[src/rtl/nand_page_tracker.sv]
module nand_page_tracker #(
  parameter int PAGES = 64,
  parameter int READ_LIMIT = 1000,
  localparam int PW = $clog2(PAGES),
  localparam int CW = $clog2(READ_LIMIT + 1)
) (
  input  logic          clk,
  input  logic          rst_n,
  input  logic          cmd_valid,
  output logic          cmd_ready,
  input  logic [2:0]    cmd_op,
  input  logic [PW-1:0] cmd_page,
  input  logic [1:0]    cmd_part,
  output logic          rsp_valid,
  output logic [1:0]    rsp_code,
  output logic [3:0]    rsp_parts,
  output logic          rsp_used,
  output logic          rsp_full,
  output logic          rsp_obsolete,
  output logic          rsp_refresh,
  output logic          all_obsolete,
  output logic          refresh_req
);

  logic [3:0]    parts_q [PAGES];
  logic          obs_q   [PAGES];
  logic [CW-1:0] rd_q    [PAGES];
  logic [PW-1:0] hi_q;
  logic          any_q;

  logic          take;
  logic [3:0]    cur_parts, bit_sel, n_parts;
  logic          n_obs, order_bad, prog_ok;
  logic [CW-1:0] n_rd;
  logic [1:0]    code;

  assign cmd_ready = rst_n;
  assign take      = cmd_valid && cmd_ready;
  assign cur_parts = parts_q[cmd_page];
  assign bit_sel   = 4'b0001 << cmd_part;
  assign order_bad = any_q && (cmd_page < hi_q);
  assign prog_ok   = (cmd_op == 3'd0 || cmd_op == 3'd1) && code == 2'd0;

  always_comb begin
    code    = 2'd0;
    n_parts = cur_parts;
    n_obs   = obs_q[cmd_page];
    n_rd    = rd_q[cmd_page];
    case (cmd_op)
      3'd0: if (order_bad) code = 2'd2;
            else if (cur_parts != 4'd0) code = 2'd1;
            else n_parts = 4'hF;
      3'd1: if (order_bad) code = 2'd2;
            else if ((cur_parts & bit_sel) != 4'd0) code = 2'd1;
            else n_parts = cur_parts | bit_sel;
      3'd2: if (cur_parts == 4'd0) code = 2'd3;
            else if (rd_q[cmd_page] < CW'(READ_LIMIT)) n_rd = rd_q[cmd_page] + 1'b1;
      3'd3: if (cur_parts == 4'd0) code = 2'd3;
            else n_obs = 1'b1;
      3'd4: begin
        n_parts = 4'd0;
        n_obs   = 1'b0;
        n_rd    = '0;
      end
      default: code = 2'd3;
    endcase
  end

  always_ff @(posedge clk or negedge rst_n) begin
    if (!rst_n) begin
      for (int i = 0; i < PAGES; i++) begin
        parts_q[i] <= 4'd0;
        obs_q[i]   <= 1'b0;
        rd_q[i]    <= '0;
      end
      hi_q  <= '0;
      any_q <= 1'b0;
    end else if (take) begin
      if (cmd_op == 3'd4) begin
        for (int i = 0; i < PAGES; i++) begin
          parts_q[i] <= 4'd0;
          obs_q[i]   <= 1'b0;
          rd_q[i]    <= '0;
        end
        hi_q  <= '0;
        any_q <= 1'b0;
      end else begin
        parts_q[cmd_page] <= n_parts;
        obs_q[cmd_page]   <= n_obs;
        rd_q[cmd_page]    <= n_rd;
        if (prog_ok) begin
          hi_q  <= cmd_page;
          any_q <= 1'b1;
        end
      end
    end
  end

  always_ff @(posedge clk or negedge rst_n) begin
    if (!rst_n) begin
      rsp_valid    <= 1'b0;
      rsp_code     <= 2'd0;
      rsp_parts    <= 4'd0;
      rsp_obsolete <= 1'b0;
      rsp_refresh  <= 1'b0;
    end else begin
      rsp_valid <= take;
      if (take) begin
        rsp_code     <= code;
        rsp_parts    <= n_parts;
        rsp_obsolete <= n_obs;
        rsp_refresh  <= n_rd == CW'(READ_LIMIT);
      end
    end
  end

  assign rsp_used = |rsp_parts;
  assign rsp_full = &rsp_parts;

  always_comb begin
    all_obsolete = 1'b1;
    refresh_req  = 1'b0;
    for (int i = 0; i < PAGES; i++) begin
      if (parts_q[i] != 4'd0 && !obs_q[i]) all_obsolete = 1'b0;
      if (rd_q[i] == CW'(READ_LIMIT)) refresh_req = 1'b1;
    end
  end

endmodule

[config.mk]
export PLATFORM = sky130hd
export DESIGN_NAME = nand_page_tracker
export DESIGN_NICKNAME = d
export VERILOG_FILES = /design/src/rtl/nand_page_tracker.sv
export SDC_FILE = /design/constraint.sdc
export NUM_CORES = 2
export LEC_CHECK = 0
export ABC_AREA = 0
export ABC_CLOCK_PERIOD_IN_PS = 6690
export BUFFER_PORTS_ARGS = -buffer_cell sky130_fd_sc_hd__buf_2
export CELL_PAD_IN_SITES_DETAIL_PLACEMENT = 1
export CELL_PAD_IN_SITES_GLOBAL_PLACEMENT = 1
export CORE_MARGIN = 1
export CORE_UTILIZATION = 50
export DETAILED_ROUTE_END_ITERATION = 8
export PLACE_DENSITY_LB_ADDON = 0.2
export SLEW_MARGIN = 20
export SYNTH_ARGS = -nofsm -noshare
export SYNTH_HDL_FRONTEND = slang
export SYNTH_SLANG_ARGS = --single-unit
[constraint.sdc]
create_clock -name clk -period 6.69 [get_ports clk]
set_input_delay 1.338 -clock clk [delete_from_list [all_inputs] [get_ports clk]]
set_output_delay 1.338 -clock clk [all_outputs]
set_load 0.02 [all_outputs]
=== Word level (Yosys, flattened, before mapping) ===
Cells that the tools add are included.
Widths: inputs -> output; s select.

* Bits in registers: 976
* Bits of input ports: 14

* Add/subtract/negate cells: 1
* Order comparisons: 4
* Equal/unequal tests: 69
* Shifts and indexed selects: 1
* Mux-type cells: 169
* Bitwise operators: 3
* Reduce and logical (&&, ||, !) cells: 207

{| class="wikitable"
|+ Operators with widths
! operator !! number
|-
| $eq 10x10->1 const B || 65
|-
| $bwmux 640 || 1
|-
| $mux 640 || 1
|-
| $reduce_bool 4->1 || 66
|-
| $bwmux 256 || 1
|-
| $mux 256 || 1
|-
| $mux 1 || 136
|-
| $logic_and 1x1->1 || 68
|-
| $bwmux 64 || 1
|-
| $logic_not 1->1 || 64
|-
| $mux 64 || 1
|-
| $bmux 10 s6 || 1
|-
| $demux 10 s6 || 1
|-
| $mux 10 || 5
|-
| $mux 4 || 7
|-
| $bmux 4 s6 || 1
|-
| $demux 4 s6 || 1
|-
| $pmux 10 s2 || 1
|-
| $mux 6 || 2
|-
| $pmux 4 s3 || 1
|-
| $add 10x1->10 const B || 1
|-
| $lt 10x10->1 const B || 1
|-
| $pmux 2 s4 || 1
|-
| $ge 7x7->1 const B || 1
|-
| 22 further kinds || 25
|}

=== Longest topological paths before layout ===
* Depth in word-level cells: 66
* Mapped depth: 20
* Depth with buffers taken out: 13

=== Least setup slack after synthesis ===
No wires, ideal clock.

* Path kind: input port to flip-flop
* From: input port cmd_page[2]
* To: register rsp_refresh
* Arrival: 4.475 ns
* Required time: 6.594 ns
* Slack: 2.119 ns
* Cell stages on the path: 19
* Buffers on the path: 7
* Cell sequence: buf_4 buf_6 buf_6 buf_4 buf_4 buf_4 a211oi_1 a2111oi_0 a31oi_1 and4_1 inv_1 ha_1 inv_1 nor4b_2 nand4_1 a32oi_1 buf_2 nand4_1 o31ai_1

* Cells in the longest elaborated chain, start to end: 9
* Elaborated cells between the ends (all ways): 14
* Classes of those cells: add/sub: 1; order compare: 1; eq/ne: 1; mux: 9; bitwise: 1; reduce/logical: 1

{| class="wikitable"
|+ RTL lines
! what !! RTL line !! source
|-
| start: declaration || 12 || <nowiki>input logic [PW-1:0] cmd_page,</nowiki>
|-
| $not 6->7 (not written as such) * || 39, 48, 57 ||
|-
| $bmux 10 s6 || 48, 57 ||
|-
| $mux 10 (not written as such) (2 in a row) || 48, 57 ||
|-
| $add 10x1->10 or $lt 10x10->1 (tied branches) || 57 || <nowiki>else if (rd_q[cmd_page] < CW'(READ_LIMIT)) n_rd = rd_q[cmd_page] + 1'b1;</nowiki>
|-
| $mux 10 || 57 ||
|-
| $mux 10 || 56 || <nowiki>3'd2: if (cur_parts == 4'd0) code = 2'd3;</nowiki>
|-
| $pmux 10 s2 * || 49 || <nowiki>case (cmd_op)</nowiki>
|-
| $eq 10x10->1 * || 112 || <nowiki>rsp_refresh <= n_rd == CW'(READ_LIMIT);</nowiki>
|-
| end signal: assignment || 112 ||
|-
| end: declaration || 20 || <nowiki>output logic rsp_refresh,</nowiki>
|}

Mark *: on every way between the ends. The rest lies on a longest branch, timed or not. The select of a mux whose other input is x is not followed.
A chain may end at the register's enable or synchronous reset.

=== Final worst setup path ===
* From: input port cmd_page[0]
* To: register rd_q[576] (netlist bit)

* Cells in the longest elaborated chain, start to end: 10
* Elaborated cells between the ends (all ways): 20
* Classes of those cells: add/sub: 1; order compare: 3; mux: 13; bitwise: 1; reduce/logical: 2

{| class="wikitable"
|+ RTL lines
! what !! RTL line !! source
|-
| $not 6->7 (not written as such) * || - ||
|-
| $bmux 10 s6 || 48, 57 ||
|-
| $mux 10 (not written as such) (2 in a row) || 48, 57 ||
|-
| $add 10x1->10 or $lt 10x10->1 (tied branches) || 57 ||
|-
| $mux 10 || 57 ||
|-
| $mux 10 || 56 ||
|-
| $pmux 10 s2 || 49 ||
|-
| $bwmux 640 * || 90 || <nowiki>rd_q[cmd_page] <= n_rd;</nowiki>
|-
| $mux 640 * || 79 || <nowiki>if (cmd_op == 3'd4) begin</nowiki>
|-
| end signal: indexed assignment || 90 ||
|-
| end: declaration || 27 || <nowiki>logic [CW-1:0] rd_q [PAGES];</nowiki>
|}

Marked as above.

==> run summary <==
clock latency on the worst-skew pair: 750 ps
initial core utilization: 50.6%
die width: 310 µm
Power Dens Cells: 265 nW/µm²
Pwr Total: 14300 µW
synthesis warning total: 0
vias: 45200
DRC Markers: 1
total gr overflow: 0
antenna viol nets, final: 0
vias in the first global route: 44300
first-pass GRT wire length: 347000 µm
Pins Over Slew Limit: 0
critical path fanouts, max: 40
Avg Vias per Cell: 7.67
largest net degree at the start of global routing: 169
syn avg cell area: 10.5 µm²
gpl congestion: 1.10
hpwl dp: 174000 µm
hold endpoint: rsp_code[1]
setup bufs post-CTS: 0
initial antenna violation count: 18
CTS max path bufs: 3
worst vdd ir: 0.235 mV
Min Clock Period, post-route: 5550 ps
CORE AREA: 93500 µm²
die height: 310 µm
Seq cells post-synth: 976
worst rel slew slack: 9.66%
P_leak: 0.0232 µW
Setup crit start kind: input port
io pins: 28
Inserted Clock Buffers: 105
Cells after DPL: 5688
DIE AREA: 95800 µm²
Max Cap Viol: 0
Main synth FF type: dfrtp_1
Hold Path Depth: 1
failing checks: design-rule violations
crit path kind: in -> reg
r2r setup slk: 2260 ps
RSZ-0062 raised after global routing: false
post-cts resize count: 0
CTS Root Cell: clkbuf_16
Sink Count: 976
critical path arrival: 6140 ps
async set or reset register ratio after synthesis: 100%
Worst setup EP type: register
wire per inst: 41.8 µm
hold-fix buffers at CTS: 0
Reg clk slew, reported paths: 60 ps
Mapped Cells: 4493
Multi-input gate area: 21400 µm²
CP required: 7280 ps
number of synthesized flops with an enable pin: 0
Crit Reg-Reg Endpoint: rd_q[576]
layout cells sized above 1: 15.0%
final hold vios: 0
Final Setup Violations: 0
hold crit path type: reg -> reg
IO buf count: 27
Setup TNS: 0 ps
commonest non-fill, non-tap cell in the layout: dfrtp_1
fmax: 0.180 GHz
WL final: 246000 µm
initial DRC count: 7033
most frequent cells in the layout: 976 x dfrtp_1, 772 x nand2_1, 524 x o21ai_0
Layout area overhead: 14.3%
post-synth cell types: 91
Worst R2R Start: rd_q[119]
GRT Total Usage: 51.6%
Cell Count, Final, Fillers Out: 5892
syn nets: 4513
htree depth: 3
Final Skew: 35.0 ps
R2R cell count: 12
num rows: 112
CTS tree: done
area of the mapped netlist: 47300 µm²
fillers: 9929
FF/Latch Area: 24400 µm²
worst slew pin tran: 1340 ps
Seq/Total Area, Yosys: 51.6%
# nets final: 4564
final worst-path cycle share: 83.0%
DR pass1 iterations: 9
outcome: complete, but fails checks
hold path start: rsp_code[1]
[stage by stage]
stage | instance area [µm²] | setup WS [ps] | util (%) | hold WS [ps]
floorplan | 47300 | 2120 | - | 457
global placement | 50300 | 793 | 53.8 | 464
detailed placement | 50300 | 741 | 53.8 | 488
CTS | 54000 | 1470 | 57.8 | 501
global route | 54000 | 1120 | 57.8 | 522
finish | 54100 | 1140 | 57.8 | 494
[cell usage after synthesis (all sizes together) (12+ instances only)]
| cell | n | area share, % |
|---|---|---|
| a221oi | 85 | 1.6 |
| and4 | 36 | 0.67 |
| clkbuf | 209 | 1.7 |
| o41ai | 27 | 0.61 |
| nand4 | 45 | 0.60 |
| nand4b | 33 | 0.61 |
| nand3b | 45 | 0.71 |
| o31ai | 62 | 1.1 |
| a21oi | 115 | 1.2 |
| nor4b | 66 | 1.2 |
| buf | 154 | 2.1 |
| a22o | 335 | 6.2 |
| nand2 | 776 | 6.2 |
| a22oi | 61 | 0.97 |
| mux2 | 42 | 1.0 |
| nor4 | 83 | 1.1 |
| a32o | 63 | 1.3 |
| nand3 | 22 | 0.23 |
| and3 | 12 | 0.16 |
| mux2i | 148 | 3.1 |
| mux4 | 87 | 4.1 |
| inv | 18 | 0.14 |
| dfrtp | 976 | 52 |
| o21ai | 559 | 5.9 |
| o22ai | 81 | 1.1 |
| nor2 | 155 | 1.2 |
| a31oi | 15 | 0.20 |
| o221ai | 12 | 0.25 |
[worst max-delay path, cell delays in order]
cell and delay [ps]:
clkbuf_8 380, buf_4 460, mux4_2 580, mux2i_1 500, o22ai_1 260, a221oi_1 710
nand3_1 340, o211a_1 280, a21oi_2 380, a41oi_1 240, buf_4 210, nand2_1 120
buf_12 160, o21ai_0 110
[area by class of cell]
cell class | instances | share of cell area, %
timing repair buffer | 307 | 5.47
inverter | 19 | 0.132
clock inverter | 38 | 0.979
tap | 1254 | 2.90
clock buffer | 156 | 5.80
sequential | 976 | 45.2
multi-input combinational | 3135 | 39.5
antenna | 7 | 0.0324
[power breakdown]
group	switching [µW]	internal [µW]	leakage (µW)	total (µW)
sequential	203	6070	0.0136	6280
combinational	1280	492	0.00782	1770
clock	2620	3670	0.00181	6280
[layer usage]
| layer | vias to the layer above | GRT usage, % | share of wire, % |
|---|---|---|---|
| met2 | 3776 | 70.7 | 41 |
| met5 | - | 0 | 0.050 |
| met1 | 23300 | 66.5 | 37 |
| met3 | 972 | 20.9 | 14 |
| met4 | 18 | 34.6 | 8.3 |
| li1 | 17100 | - | - |
[registers in the layout, indices dropped and copies added, names as in the netlist]
signal / count
any_q: 1
rd_q: 640
rsp_refresh: 1
rsp_valid: 1
parts_q: 256
obs_q: 64
rsp_parts: 4
rsp_obsolete: 1
hi_q: 6
rsp_code: 2
[cell families (layout without fill, tap and decap cells)]
logic type | Yosys count | count (layout) | share of synthesized area (%)
XOR/XNOR | 2 | 2 | 0.0370
flip-flops | 976 | 976 | 51.6
AND/OR/NAND/NOR | 1347 | 1347 | 13.9
AO/OA/AOI/OAI | 1503 | 1503 | 22.1
buffers and inverters | 382 | 520 | 3.91
other | 0 | 7 | 0
adder cells (fa/ha/maj) | 6 | 6 | 0.159
multiplexers | 277 | 277 | 8.27
[worst max-delay path by stage]
stage	start	endpoint	slack, ps	cells after the start
final	cmd_page[0]	rd_q[576]	1140	14
after global routing	cmd_page[0]	rd_q[576]	1120	14
after CTS	cmd_page[2]	rd_q[197]	1470	14
after detailed placement	cmd_page[2]	rd_q[27]	740	14
after global placement	cmd_page[2]	rd_q[576]	790	15
after floorplan	cmd_page[2]	rsp_refresh	2120	19
Power figures use the tool's default switching activity.
